[src/rtl/io3_rst_pkg.sv]
package io3_rst_pkg;

    typedef enum logic [1:0] {
        ROLE_NONE  = 2'd0,
        ROLE_DATA  = 2'd1,
        ROLE_HOLD  = 2'd2,
        ROLE_RESET = 2'd3
    } pin_role_e;

    // Decide what the shared pin means in the current cycle.
    function automatic pin_role_e pin_role(input logic quad_en,
                                           input logic rst_sel,
                                           input logic cs_n);
        pin_role_e r;
        if (quad_en && !cs_n)
            r = ROLE_DATA;
        else if (rst_sel && cs_n)
            r = ROLE_RESET;
        else if (!rst_sel && !quad_en)
            r = ROLE_HOLD;
        else
            r = ROLE_NONE;
        return r;
    endfunction

endpackage

[src/rtl/io3_blank_timer.sv]
module io3_blank_timer #(
    parameter int BLANK_CYC = 4
) (
    input  logic clk,
    input  logic rst_n,
    input  logic cs_n,
    input  logic quad_en,
    output logic blanked
);
    localparam int CW = $clog2(BLANK_CYC + 1);

    typedef struct packed {
        logic          cs_prev;
        logic [CW-1:0] left;
    } blank_st_t;

    blank_st_t st_d, st_q;
    logic      rise;

    always_comb begin
        st_d         = st_q;
        rise         = cs_n && !st_q.cs_prev;
        st_d.cs_prev = cs_n;
        if (!cs_n)
            st_d.left = '0;
        else if (rise)
            st_d.left = CW'(BLANK_CYC - 1);
        else if (st_q.left != '0)
            st_d.left = st_q.left - 1'b1;
        blanked = quad_en && cs_n && (rise || (st_q.left != '0));
    end

    always_ff @(posedge clk or negedge rst_n) begin
        if (!rst_n) begin
            st_q.cs_prev <= 1'b1;
            st_q.left    <= '0;
        end else begin
            st_q <= st_d;
        end
    end
endmodule

[src/rtl/io3_low_filter.sv]
module io3_low_filter #(
    parameter int MIN_LOW_CYC = 6
) (
    input  logic clk,
    input  logic rst_n,
    input  logic qualify,
    input  logic freeze,
    output logic fire
);
    localparam int CW = $clog2(MIN_LOW_CYC + 1);

    typedef struct packed {
        logic [CW-1:0] run;
    } low_st_t;

    low_st_t st_d, st_q;

    always_comb begin
        st_d = st_q;
        fire = 1'b0;
        if (!qualify) begin
            st_d.run = '0;
        end else if (!freeze) begin
            if (st_q.run == CW'(MIN_LOW_CYC - 1))
                fire = 1'b1;
            if (st_q.run != CW'(MIN_LOW_CYC))
                st_d.run = st_q.run + 1'b1;
        end
    end

    always_ff @(posedge clk or negedge rst_n) begin
        if (!rst_n) st_q <= '0;
        else        st_q <= st_d;
    end
endmodule

[src/rtl/io3_recov_timer.sv]
module io3_recov_timer #(
    parameter int RECOV_CYC = 10
) (
    input  logic clk,
    input  logic rst_n,
    input  logic start,
    input  logic hold_on,
    output logic busy
);
    localparam int CW = $clog2(RECOV_CYC + 1);

    typedef struct packed {
        logic [CW-1:0] left;
    } recov_st_t;

    recov_st_t st_d, st_q;

    always_comb begin
        st_d = st_q;
        if (start || hold_on)
            st_d.left = CW'(RECOV_CYC);
        else if (st_q.left != '0)
            st_d.left = st_q.left - 1'b1;
        busy = (st_q.left != '0);
    end

    always_ff @(posedge clk or negedge rst_n) begin
        if (!rst_n) st_q <= '0;
        else        st_q <= st_d;
    end
endmodule

[src/rtl/io3_rst_detect.sv]
module io3_rst_detect
    import io3_rst_pkg::*;
#(
    parameter int BLANK_CYC   = 4,
    parameter int MIN_LOW_CYC = 6,
    parameter int RECOV_CYC   = 10,
    parameter int BANK_W      = 8
) (
    input  logic              clk,
    input  logic              rst_n,
    input  logic              cs_n,
    input  logic              io3_in,
    input  logic              dedi_rst_n,
    input  logic              cfg_quad,
    input  logic              cfg_pin_is_rst,
    input  logic              bank_we,
    input  logic [BANK_W-1:0] bank_wdata,
    output logic              io3_data_mode,
    output logic              hold_active,
    output logic              iface_reset,
    output logic              reset_req,
    output logic              recov_busy,
    output logic [BANK_W-1:0] bank_addr
);
    typedef struct packed {
        logic              ded_prev;
        logic              hold;
        logic              iface;
        logic              req;
        logic              data_mode;
        logic [BANK_W-1:0] bank;
    } top_st_t;

    top_st_t   st_d, st_q;
    pin_role_e role;
    logic      blanked;
    logic      qual_low;
    logic      busy;
    logic      shared_fire;
    logic      trig;

    io3_blank_timer #(.BLANK_CYC(BLANK_CYC)) i_blank (
        .clk     (clk),
        .rst_n   (rst_n),
        .cs_n    (cs_n),
        .quad_en (cfg_quad),
        .blanked (blanked)
    );

    io3_low_filter #(.MIN_LOW_CYC(MIN_LOW_CYC)) i_low (
        .clk     (clk),
        .rst_n   (rst_n),
        .qualify (qual_low),
        .freeze  (busy),
        .fire    (shared_fire)
    );

    io3_recov_timer #(.RECOV_CYC(RECOV_CYC)) i_recov (
        .clk     (clk),
        .rst_n   (rst_n),
        .start   (trig),
        .hold_on (!dedi_rst_n),
        .busy    (busy)
    );

    always_comb begin
        st_d     = st_q;
        role     = pin_role(cfg_quad, cfg_pin_is_rst, cs_n);
        qual_low = (role == ROLE_RESET) && !blanked && dedi_rst_n && !io3_in;
        trig     = shared_fire || (!dedi_rst_n && st_q.ded_prev);

        st_d.ded_prev  = dedi_rst_n;
        st_d.req       = trig;
        st_d.data_mode = (role == ROLE_DATA);
        st_d.hold      = (role == ROLE_HOLD) && !cs_n && !io3_in
                         && dedi_rst_n && !busy;
        st_d.iface     = st_q.hold && cs_n;

        if (trig)
            st_d.bank = '0;
        else if (bank_we && !busy && dedi_rst_n)
            st_d.bank = bank_wdata;
    end

    always_ff @(posedge clk or negedge rst_n) begin
        if (!rst_n) begin
            st_q          <= '0;
            st_q.ded_prev <= 1'b1;
        end else begin
            st_q <= st_d;
        end
    end

    assign io3_data_mode = st_q.data_mode;
    assign hold_active   = st_q.hold;
    assign iface_reset   = st_q.iface;
    assign reset_req     = st_q.req;
    assign recov_busy    = busy;
    assign bank_addr     = st_q.bank;
endmodule

[config.mk]
export PLATFORM = sky130hd
export DESIGN_NAME = io3_rst_detect
export DESIGN_NICKNAME = d
export VERILOG_FILES = /design/src/rtl/io3_rst_pkg.sv /design/src/rtl/io3_blank_timer.sv /design/src/rtl/io3_low_filter.sv /design/src/rtl/io3_recov_timer.sv /design/src/rtl/io3_rst_detect.sv
export SDC_FILE = /design/constraint.sdc
export NUM_CORES = 1
export LEC_CHECK = 0
export BUFFER_PORTS_ARGS = -buffer_cell sky130_fd_sc_hd__buf_4
export CELL_PAD_IN_SITES_DETAIL_PLACEMENT = 0
export CELL_PAD_IN_SITES_GLOBAL_PLACEMENT = 2
export CORE_MARGIN = 5
export CORE_UTILIZATION = 33
export CTS_CLUSTER_SIZE = 30
export DETAILED_ROUTE_END_ITERATION = 8
export PLACE_DENSITY_LB_ADDON = 0.1
export SETUP_SLACK_MARGIN = 0.15
export SYNTH_ARGS = -nofsm -noshare
export SYNTH_HDL_FRONTEND = slang
export SYNTH_HIERARCHICAL = 1
export SYNTH_SLANG_ARGS = --single-unit
[constraint.sdc]
create_clock -name clk -period 3 [get_ports clk]
set_input_delay 0.75 -clock clk [delete_from_list [all_inputs] [get_ports clk]]
set_output_delay 0.75 -clock clk [all_outputs]
set_load 0.03 [all_outputs]
==> results of run 1 <==
==> registers in the layout, indices dropped and copies added (netlist names), 3 cells and up <==
name / flops
i_low/st_q: 3
i_recov/st_q: 4
bank_addr: 8
i_blank/st_q: 4
==> power breakdown <==
group | internal [mW] | switching [mW]
sequential | 0.338 | 0.0102
clock | 0.0896 | 0.0959
combinational | 0.0452 | 0.0488
total | 0.473 | 0.155
==> worst max path at each step <==
stage / from / end / slack (ns)
CTS: i_recov/st_q[0]$_DFFE_PN0P_ / recov_busy / 0.47
floorplan: i_blank/st_q[0]$_DFFE_PN0P_ / i_recov/st_q[0]$_DFFE_PN0P_ / 0.73
global placement: cs_n / i_recov/st_q[0]$_DFFE_PN0P_ / 0.60
finish: i_recov/st_q[0]$_DFFE_PN0P_ / recov_busy / 0.45
detailed placement: cs_n / i_recov/st_q[0]$_DFFE_PN0P_ / 0.52
global route: i_recov/st_q[0]$_DFFE_PN0P_ / i_recov/st_q[0]$_DFFE_PN0P_ / 0.38
==> area by class of cell <==
cell class              count  area [µm²]  area share
repair buffers             30       225.2      0.1489
multi-input cells          67       545.5      0.3606
clock buffers               3       41.29     0.02730
well taps                  48       60.06     0.03970
inverters                  10       37.54     0.02481
flip-flops and latches     24       603.1      0.3987
==> kinds of logic after synthesis <==
kind of cell / share of synthesized area
flip-flops: 0.4791
buffers and inverters: 0.08747
AO/OA/AOI/OAI: 0.1153
multiplexers: 0.03280
adder cells (fa/ha/maj): 0.06958
AND/OR/NAND/NOR: 0.2018
XOR/XNOR: 0.01392
==> metal layers <==
metal | share of wire | track usage | vias to the layer above | routed length, µm
met5 | 0 | 0 | - | 0
met4 | 0.0064 | 0.03758 | 0 | 16
met3 | 0.050 | 0.02244 | 2 | 126
met2 | 0.43 | 0.1531 | 15 | 1089
met1 | 0.51 | 0.1392 | 393 | 1274
li1 | - | - | 428 | -
==> layout by cell type (no fill, tap or decap), types with 4 or more instances in the layout <==
master    count
nand2_1       5
nand2b_1      4
ha_1          7
dfrtp_1      22
nor2b_1       4
buf_4        30
nor3_1        4
a32o_1        6
inv_1        10
and2b_1       7
==> summary.md, run 1 <==
| Metric | Value |
|---|---|
| Run status | `finished, final reports clean` |
| Hold WS | `0.3733 ns` |
| Core Region | `3689 µm²` |
| Worst Setup End Kind | `output pin` |
| Via density per instance | `4.604` |
| CP Class | `reg -> out` |
| Largest net degree at the start of global routing | `25` |
| CP required | `2.25 ns` |
| R2R Path End | `i_recov/st_q[0]$_DFFE_PN0P_` |
| R2R depth | `8` |
| Vias in the first global route | `849` |
| Post-CTS setup repair buffer count | `0` |
| CP max FO | `8` |
| Asr flop ratio synth | `1.000` |
| DRC Markers | `0` |
| Most numerous cell in the Yosys netlist | `dfrtp_1` |
| Cell depth of the worst setup path | `5` |
| Ys Warns | `6` |
| Clk_skew | `0.001067 ns` |
| Top cell type's share of synthesized area | `0.4374` |
| Die ar. | `5150 µm²` |
| Routed len/inst | `13.77 µm` |
| GPL Wtd Cong | `0.7340` |
| Hold-fix buffers, CTS | `0` |
| Fillers | `368` |
| Site Rows | `22` |
| Reg2reg start | `i_recov/st_q[0]$_DFFE_PN0P_` |
| Endpoints failing setup | `0` |
| Synth cell types | `37` |
| Syn avg cell area | `11.34 µm²` |
| Layout Utilization | `0.4101` |
| Synthesized flop and latch total | `24` |
| Crit path top cell by count | `inv_1` |
| Syn_nets | `134` |
| Setup WS pre-CTS | `0.5249 ns` |
| Final Hold Viols | `0` |
| Num CTS Buffers | `3` |
| Post-CTS sizing | `0` |
| CP delay by family, top | `buffers and inverters` |
| I/O pin total | `29` |
| First-pass GRT wire length | `4112 µm` |
| All-Layer GR Usage | `0.1006` |
| Inst Count DP | `179` |
| Pre-Repair DR Iteration Count | `4` |
| Worst-Skew Late Latency | `0.26 ns` |
| Die Y | `71.76 µm` |
| Port Buffers | `28` |
| Final Critical Period | `2.553 ns` |
| Via count | `838` |
| Die span in x | `71.76 µm` |
| HP Class | `in -> async` |
| Antenna Cells | `0` |
| Max IR drop VDD | `0.1346 mV` |
| Most area-hungry cell type in the Yosys netlist | `dfrtp_1` |
| PwrDens | `415.0 nW/µm²` |
| Pwr Total | `0.6278 mW` |
| Number of flops mapped to enable cells by yosys | `0` |
| Measured slew at the worst slew-check pin | `0.3873 ns` |
| CP Buf/Inv Count | `3` |
| Setup slack, reg-to-reg | `0.51 ns` |
| Clock-pin slew of the registers on the worst-case setup and hold paths | `0.08 ns` |
| Slowest cell on the critical path | `dfrtp_1` |
| Congestion Overflow GR | `0` |
| Crit path cell chain | `inv_1 -> ha_1 -> nor3b_2 -> inv_1 -> buf_4` |
| Non-Filler Instances | `182` |
| Seq/Total Area, Yosys | `0.4791` |
| Setup TNS | `0 ns` |
| Final antenna-violating net count | `0` |
| Post-synthesis cell count | `111` |
| Most common flop cell mapped by yosys | `dfrtp_1` |
| Layout cells sized above 1 | `0.3134` |
| Post-synth top cells | `22 x dfrtp_1, 10 x inv_1, 9 x buf_4` |
| Initial Util | `0.3412` |
| Clock sink count | `24` |
| CTS max path bufs | `2` |
| DP HPWL | `1876 µm` |
| Synth area leaders | `dfrtp_1 44%, ha_1 7.0%, buf_4 5.4%` |
| Max-slew headroom | `0.7407` |
| RSZ-0062 raised after global routing | `false` |
| H-tree Lvls | `1` |
| Startpoint types | `flop` |
| Crit path DAT | `1.80 ns` |
| Final period utilization | `0.8509` |
| DRT Wirelength | `2507 µm` |
| Leakage | `0.7495 nW` |
| Fmax | `391.7 MHz` |
| CTS root buf | `clkbuf_8` |
| Max cap viols | `0` |
| Initial antenna violation count | `0` |
| Fin nets | `159` |
| Dpl cell area | `1471 µm²` |
| Max incr delay on CP | `0.43 ns` |
| Post-route cell area | `1513 µm²` |
| Layout area overhead | `20.18%` |
| Final Max Slew Viols | `0` |
| Initial DRC Count | `41` |
| Post-route setup slack | `0.4473 ns` |
| CTS tree | `done` |
| Synth Cell Area | `1259 µm²` |
Power figures use the tool's default switching activity.
==> run 2, diff against run 1 <==
ABC_AREA = 1   (was unset)
CORE_UTILIZATION = 30   (was 33)
==> run 2 against run 1 <==
Clock power rose by 52%; cell count rose by 26%; global-route usage fell by 0.15 points; clock skew rose by 0.0039 ns; routed wire length rose by 4.0%; via count rose by 20%; worst setup slack improved by 0.18 ns; cell area rose by 3.6%; power rose by 17%; sequential share of layout area fell by 1.4 points; hold slack improved by 0.0021 ns.
==> summary.md, run 2 <==
| Metric | Value |
|---|---|
| Run status | `finished, final reports clean` |
| Setup TNS | `0 ns` |
| Port Buffers | `28` |
| Num CTS Buffers | `3` |
| Via count | `1008` |
| Most common cell after layout, fill and taps aside | `nand2_1` |
| R2R depth | `14` |
| Core Region | `4086 µm²` |
| Syn avg cell area | `8.240 µm²` |
| Inst Count DP | `226` |
| Initial Util | `0.3166` |
| Post-synthesis cell count | `157` |
| Via density per instance | `4.383` |
| Clock-pin slew of the registers on the worst-case setup and hold paths | `0.09 ns` |
| Most common flop cell mapped by yosys | `dfrtp_1` |
| Layout cells sized above 1 | `0.2556` |
| DP HPWL | `1969 µm` |
| Pre-Repair DR Iteration Count | `2` |
| Fmax | `421.0 MHz` |
| Syn_nets | `180` |
| Clk_skew | `0.004950 ns` |
| Max-slew headroom | `0.6322` |
| Routed len/inst | `11.33 µm` |
| Max cap viols | `0` |
| Top cell type's share of synthesized area | `0.4255` |
| I/O pin total | `29` |
| PwrDens | `469.5 nW/µm²` |
| Final Critical Period | `2.375 ns` |
| All-Layer GR Usage | `0.09918` |
| Post-route setup slack | `0.6250 ns` |
| Post-CTS setup repair buffer count | `0` |
| Die ar. | `5726 µm²` |
| CTS root buf | `clkbuf_8` |
| Synth area leaders | `dfrtp_1 43%, nand2_1 10%, nand3_1 8.5%` |
| Initial DRC Count | `34` |
| Setup WS pre-CTS | `0.6211 ns` |
| Die span in x | `75.67 µm` |
| DRC Markers | `0` |
| H-tree Lvls | `1` |
| Post-CTS sizing | `0` |
| First-pass GRT wire length | `4367 µm` |
| Asr flop ratio synth | `1.000` |
| Crit path cell chain | `inv_1 -> ha_1 -> ha_1 -> nand2_2 -> and3_2 -> nor4_1 -> buf_4 -> nand2_1 -> nor2_1 -> a21oi_4 -> inv_1 -> nor2_2 -> nand4_1 -> nand2_1` |
| Layout area overhead | `21.08%` |
| Measured slew at the worst slew-check pin | `0.5502 ns` |
| CP required | `3.21 ns` |
| Fin nets | `204` |
| Crit path DAT | `2.58 ns` |
| Worst-Skew Late Latency | `0.26 ns` |
| Post-route cell area | `1567 µm²` |
| Non-Filler Instances | `230` |
| Commonest cells after routing, fill and taps aside | `35 x nand2_1, 29 x buf_4, 26 x inv_1, 22 x nand3_1, 22 x dfrtp_1` |
| Number of flops mapped to enable cells by yosys | `0` |
| Reg2reg start | `i_blank/st_q[0]$_DFFE_PN0P_` |
| Die Y | `75.67 µm` |
| CTS tree | `done` |
| Post-synth top cells | `35 x nand2_1, 26 x inv_1, 22 x dfrtp_1, 22 x nand3_1, 14 x nor2_1` |
| Clock sink count | `24` |
| Initial antenna violation count | `0` |
| Synthesized flop and latch total | `24` |
| Antenna Cells | `0` |
| Pwr Total | `0.7354 mW` |
| GPL Wtd Cong | `0.7330` |
| CP Class | `reg -> reg` |
| Congestion Overflow GR | `0` |
| Setup slack, reg-to-reg | `0.62 ns` |
| Leakage | `0.9132 nW` |
| R2R Path End | `i_recov/st_q[0]$_DFFE_PN0P_` |
| Max incr delay on CP | `0.37 ns` |
| Worst Setup End Kind | `flop` |
| Seq/Total Area, Yosys | `0.4662` |
| Largest register FFs | `8` |
| Layout Utilization | `0.3833` |
| Slowest cell on the critical path | `dfrtp_1` |
| Site Rows | `23` |
| HP Class | `in -> async` |
| Synth Cell Area | `1294 µm²` |
| Most numerous cell in the Yosys netlist | `nand2_1` |
| Final period utilization | `0.7917` |
| Endpoints failing setup | `0` |
| CTS max path bufs | `2` |
| Startpoint types | `flop` |
| CP max FO | `17` |
| Ys Warns | `6` |
| DRT Wirelength | `2607 µm` |
| Final Hold Viols | `0` |
| Final antenna-violating net count | `0` |
| Final Max Slew Viols | `0` |
| Max IR drop VDD | `0.2388 mV` |
| Hold-fix buffers, CTS | `0` |
| Vias in the first global route | `980` |
| Hold WS | `0.3754 ns` |
| RSZ-0062 raised after global routing | `false` |
| Dpl cell area | `1495 µm²` |
| Largest net degree at the start of global routing | `25` |
| Synth cell types | `20` |
| Most area-hungry cell type in the Yosys netlist | `dfrtp_1` |
## run 2: metal layers
metal / global-route usage / vias to the layer above / wire length, µm
met5: 0 / - / 0
met4: 0.02330 / 0 / 13
met3: 0.02243 / 2 / 138
met2: 0.1592 / 15 / 1149
met1: 0.1362 / 469 / 1306
li1: - / 522 / -
## run 2: how the worst max path moves through the flow
stage / start / to / slack, ns
detailed placement: i_blank/st_q[0]$_DFFE_PN0P_ / i_recov/st_q[2]$_DFFE_PN0P_ / 0.62
global route: i_blank/st_q[0]$_DFFE_PN0P_ / i_recov/st_q[0]$_DFFE_PN0P_ / 0.39
floorplan: i_blank/st_q[0]$_DFFE_PN0P_ / i_recov/st_q[0]$_DFFE_PN0P_ / 0.55
global placement: cs_n / i_recov/st_q[0]$_DFFE_PN0P_ / 0.66
finish: i_blank/st_q[0]$_DFFE_PN0P_ / i_recov/st_q[0]$_DFFE_PN0P_ / 0.62
CTS: i_blank/st_q[0]$_DFFE_PN0P_ / i_recov/st_q[0]$_DFFE_PN0P_ / 0.59
## run 2: final cells by class
class / count / area, µm²
Sequential cell: 24 / 603.1
Fill cell: 433 / 2520
Clock buffer: 3 / 41.29
Tap cell: 50 / 62.56
Timing Repair Buffer: 29 / 217.7
Clock inverter: 1 / 30.03
Multi-Input combinational cell: 94 / 503.0
Inverter: 29 / 108.9
## run 2: kinds of logic (layout without fill, tap and decap cells)
| family | after synthesis | in the layout | share of synthesized area |
|---|---|---|---|
| XOR/XNOR | 1 | 1 | 0.006771 |
| flip-flops | 24 | 24 | 0.4662 |
| buffers and inverters | 39 | 62 | 0.1451 |
| AND/OR/NAND/NOR | 85 | 85 | 0.3018 |
| AO/OA/AOI/OAI | 1 | 1 | 0.01258 |
| adder cells (fa/ha/maj) | 7 | 7 | 0.06770 |
## run 2: power breakdown
group,switching [mW],internal [mW],total [mW]
Sequential,0.0105,0.340,0.350
Clock,0.103,0.178,0.281
Combinational,0.0615,0.0428,0.104
Total,0.175,0.561,0.735
## run 2: critical path, delay by kind of cell (launching register included)
family,cells,cell delay [ns]
simple gates,8,0.88
fa+ha+maj,2,0.39
flops,1,0.37
compound gates,1,0.36
buf+inv,3,0.32
==> run 3, diff against run 2 <==
ABC_AREA = 0   (was 1)
clock period = 2 ns   (was 3 ns; I/O delays follow)
==> run 3 against run 2 <==
Routed wire length increased by 9.7%; clock skew is 0.0027 ns higher; sequential share of layout area down 4.5 points; worst setup slack got worse by 0.59 ns; critical path type is now reg -> out.
==> summary.md, run 3 (synthesized netlist as in run 1, its figures left out) <==
| Metric | Value |
|---|---|
| Num CTS Buffers | `3` |
| Largest register FFs | `8` |
| Via density per instance | `4.714` |
| Clk_skew | `0.007636 ns` |
| CP Class | `reg -> out` |
| Fillers | `401` |
| Final Max Slew Viols | `0` |
| Run status | `finished, final reports clean` |
| Initial DRC Count | `61` |
| Congestion Overflow GR | `0` |
| Slowest cell on the critical path | `dfrtp_1` |
| Leakage | `0.8669 nW` |
| Final period utilization | `0.9805` |
| Commonest cells after routing, fill and taps aside | `42 x buf_4, 22 x dfrtp_1, 7 x inv_1, 7 x and2b_1` |
| Post-route cell area | `1775 µm²` |
| HP Class | `in -> async` |
| Fin nets | `177` |
| Layout area overhead | `41.05%` |
| Final Hold Viols | `0` |
| Setup TNS | `0 ns` |
| Max cap viols | `0` |
| CP max FO | `4` |
| Hold WS | `0.1130 ns` |
| Die Y | `74.78 µm` |
| Layout cells sized above 1 | `0.4771` |
| Worst Setup End Kind | `output pin` |
| Clock sink count | `24` |
| CTS tree | `done` |
| Die ar. | `5591 µm²` |
| Port Buffers | `28` |
| Clock-pin slew of the registers on the worst-case setup and hold paths | `0.09 ns` |
| Largest net degree at the start of global routing | `25` |
| Setup slack, reg-to-reg | `0.05 ns` |
| Antenna Cells | `0` |
| DRT Wirelength | `2860 µm` |
| Met2 Use GR | `0.1668` |
| Met1 Use GR | `0.1548` |
| CTS max path bufs | `2` |
| Initial antenna violation count | `0` |
| Fmax | `510.0 MHz` |
| Die span in x | `74.78 µm` |
| Final antenna-violating net count | `0` |
| CTS root buf | `clkbuf_8` |
| Busiest grt layer | `met2` |
| Crit path cell chain | `inv_2 -> ha_4 -> nor3b_4 -> inv_4 -> buf_6 -> buf_6` |
| Worst-Skew Late Latency | `0.27 ns` |
| I/O pin total | `29` |
| PwrDens | `650.2 nW/µm²` |
| CP required | `1.50 ns` |
| Initial Util | `0.3124` |
| Startpoint types | `flop` |
| H-tree Lvls | `1` |
| Measured slew at the worst slew-check pin | `0.4521 ns` |
| Final Critical Period | `1.961 ns` |
| All-Layer GR Usage | `0.1132` |
| Pre-Repair DR Iteration Count | `4` |
| Crit path top cell by count | `buf_6` |
| GPL Wtd Cong | `0.7897` |
| Max incr delay on CP | `0.40 ns` |
| RSZ-0062 raised after global routing | `true` |
| Core Region | `4029 µm²` |
| Max-slew headroom | `0.6986` |
| Via count | `957` |
| DP HPWL | `2008 µm` |
| Site Rows | `23` |
| Dpl cell area | `1551 µm²` |
| DRC Markers | `0` |
| Routed len/inst | `14.09 µm` |
| Max IR drop VDD | `0.3806 mV` |
| Met3 global-route usage | `0.03738` |
| Endpoints failing setup | `0` |
| Vias in the first global route | `987` |
| Most common cell after layout, fill and taps aside | `buf_4` |
| First-pass GRT wire length | `4733 µm` |
| Crit path DAT | `1.46 ns` |
[run 3: cell types whose count changed in the layout (fill, tap and decap cells not counted), sizes merged, moves of 4 or more]
cell | before | now
nand3 | 23 | 1
a32o | 0 | 8
and2b | 0 | 7
nand4 | 5 | 0
nand2 | 38 | 5
nand2b | 0 | 4
nor2 | 16 | 1
nor3 | 1 | 5
nor2b | 0 | 4
buf | 29 | 48
inv | 29 | 10
[run 3: timing repair]
action / CTS / global route
endpoints found under the setup margin: 12 / 13
gates resized for setup: 14 / 0
buffers inserted: 11 / 2
pin swaps: 6 / 4
hold buffers: 0 / 0
[run 3: power breakdown]
group / switching (mW) / internal, mW / total, mW
combinational: 0.0935 / 0.107 / 0.200
clock: 0.164 / 0.268 / 0.432
sequential: 0.0146 / 0.507 / 0.522
[run 3: metal layers]
layer,vias to the layer above,share of wire
met5,-,0
met4,0,0.014
met3,4,0.070
met2,32,0.46
met1,455,0.45
li1,466,-
[run 3: final cells by class]
cell class,count,area [µm²],area share
repair buffers,48,382.9,0.2156
clock inverters,1,30.03,0.01691
clock buffers,3,41.29,0.02326
multi-input cells,67,615.6,0.3467
flip-flops and latches,24,603.1,0.3397
inverters,10,40.04,0.02255
well taps,50,62.56,0.03524
[run 3: worst paths after layout]
kind	start	to	cells past startpoint
worst max-delay path	i_recov/st_q[0]$_DFFE_PN0P_	recov_busy	6
max in group asynchronous	rst_n	st_q[12]$_DFF_PN1_	1
worst min-delay path	rst_n	iface_reset$_DFF_PN0_	1
worst min register to register	hold_active$_DFF_PN0_	iface_reset$_DFF_PN0_	1
min in group clk	dedi_rst_n	st_q[12]$_DFF_PN1_	1
worst max register to register	i_blank/st_q[1]$_DFFE_PN0P_	i_recov/st_q[0]$_DFFE_PN0P_	9
[run 3: critical path: cells and delay by family, from the launching register on]
kind          cells  cell delay (ns)
fa+ha+maj         1             0.13
simple gates      1             0.26
buf+inv           4             0.40
flops             1             0.40
[run 3: through the flow]
| step | utilization | power [mW] | worst slack, ns | std cells |
|---|---|---|---|---|
| floorplan | - | 0.6300 | 0.005130 | 111 |
| global placement | 0.3851 | 0.7010 | 0.04170 | 186 |
| detailed placement | 0.3851 | 0.7022 | -0.01888 | 186 |
| CTS | 0.4370 | 1.173 | 0.01969 | 201 |
| global route | 0.4407 | 1.224 | -0.04186 | 203 |
| finish | 0.4407 | 1.154 | 0.03908 | 203 |
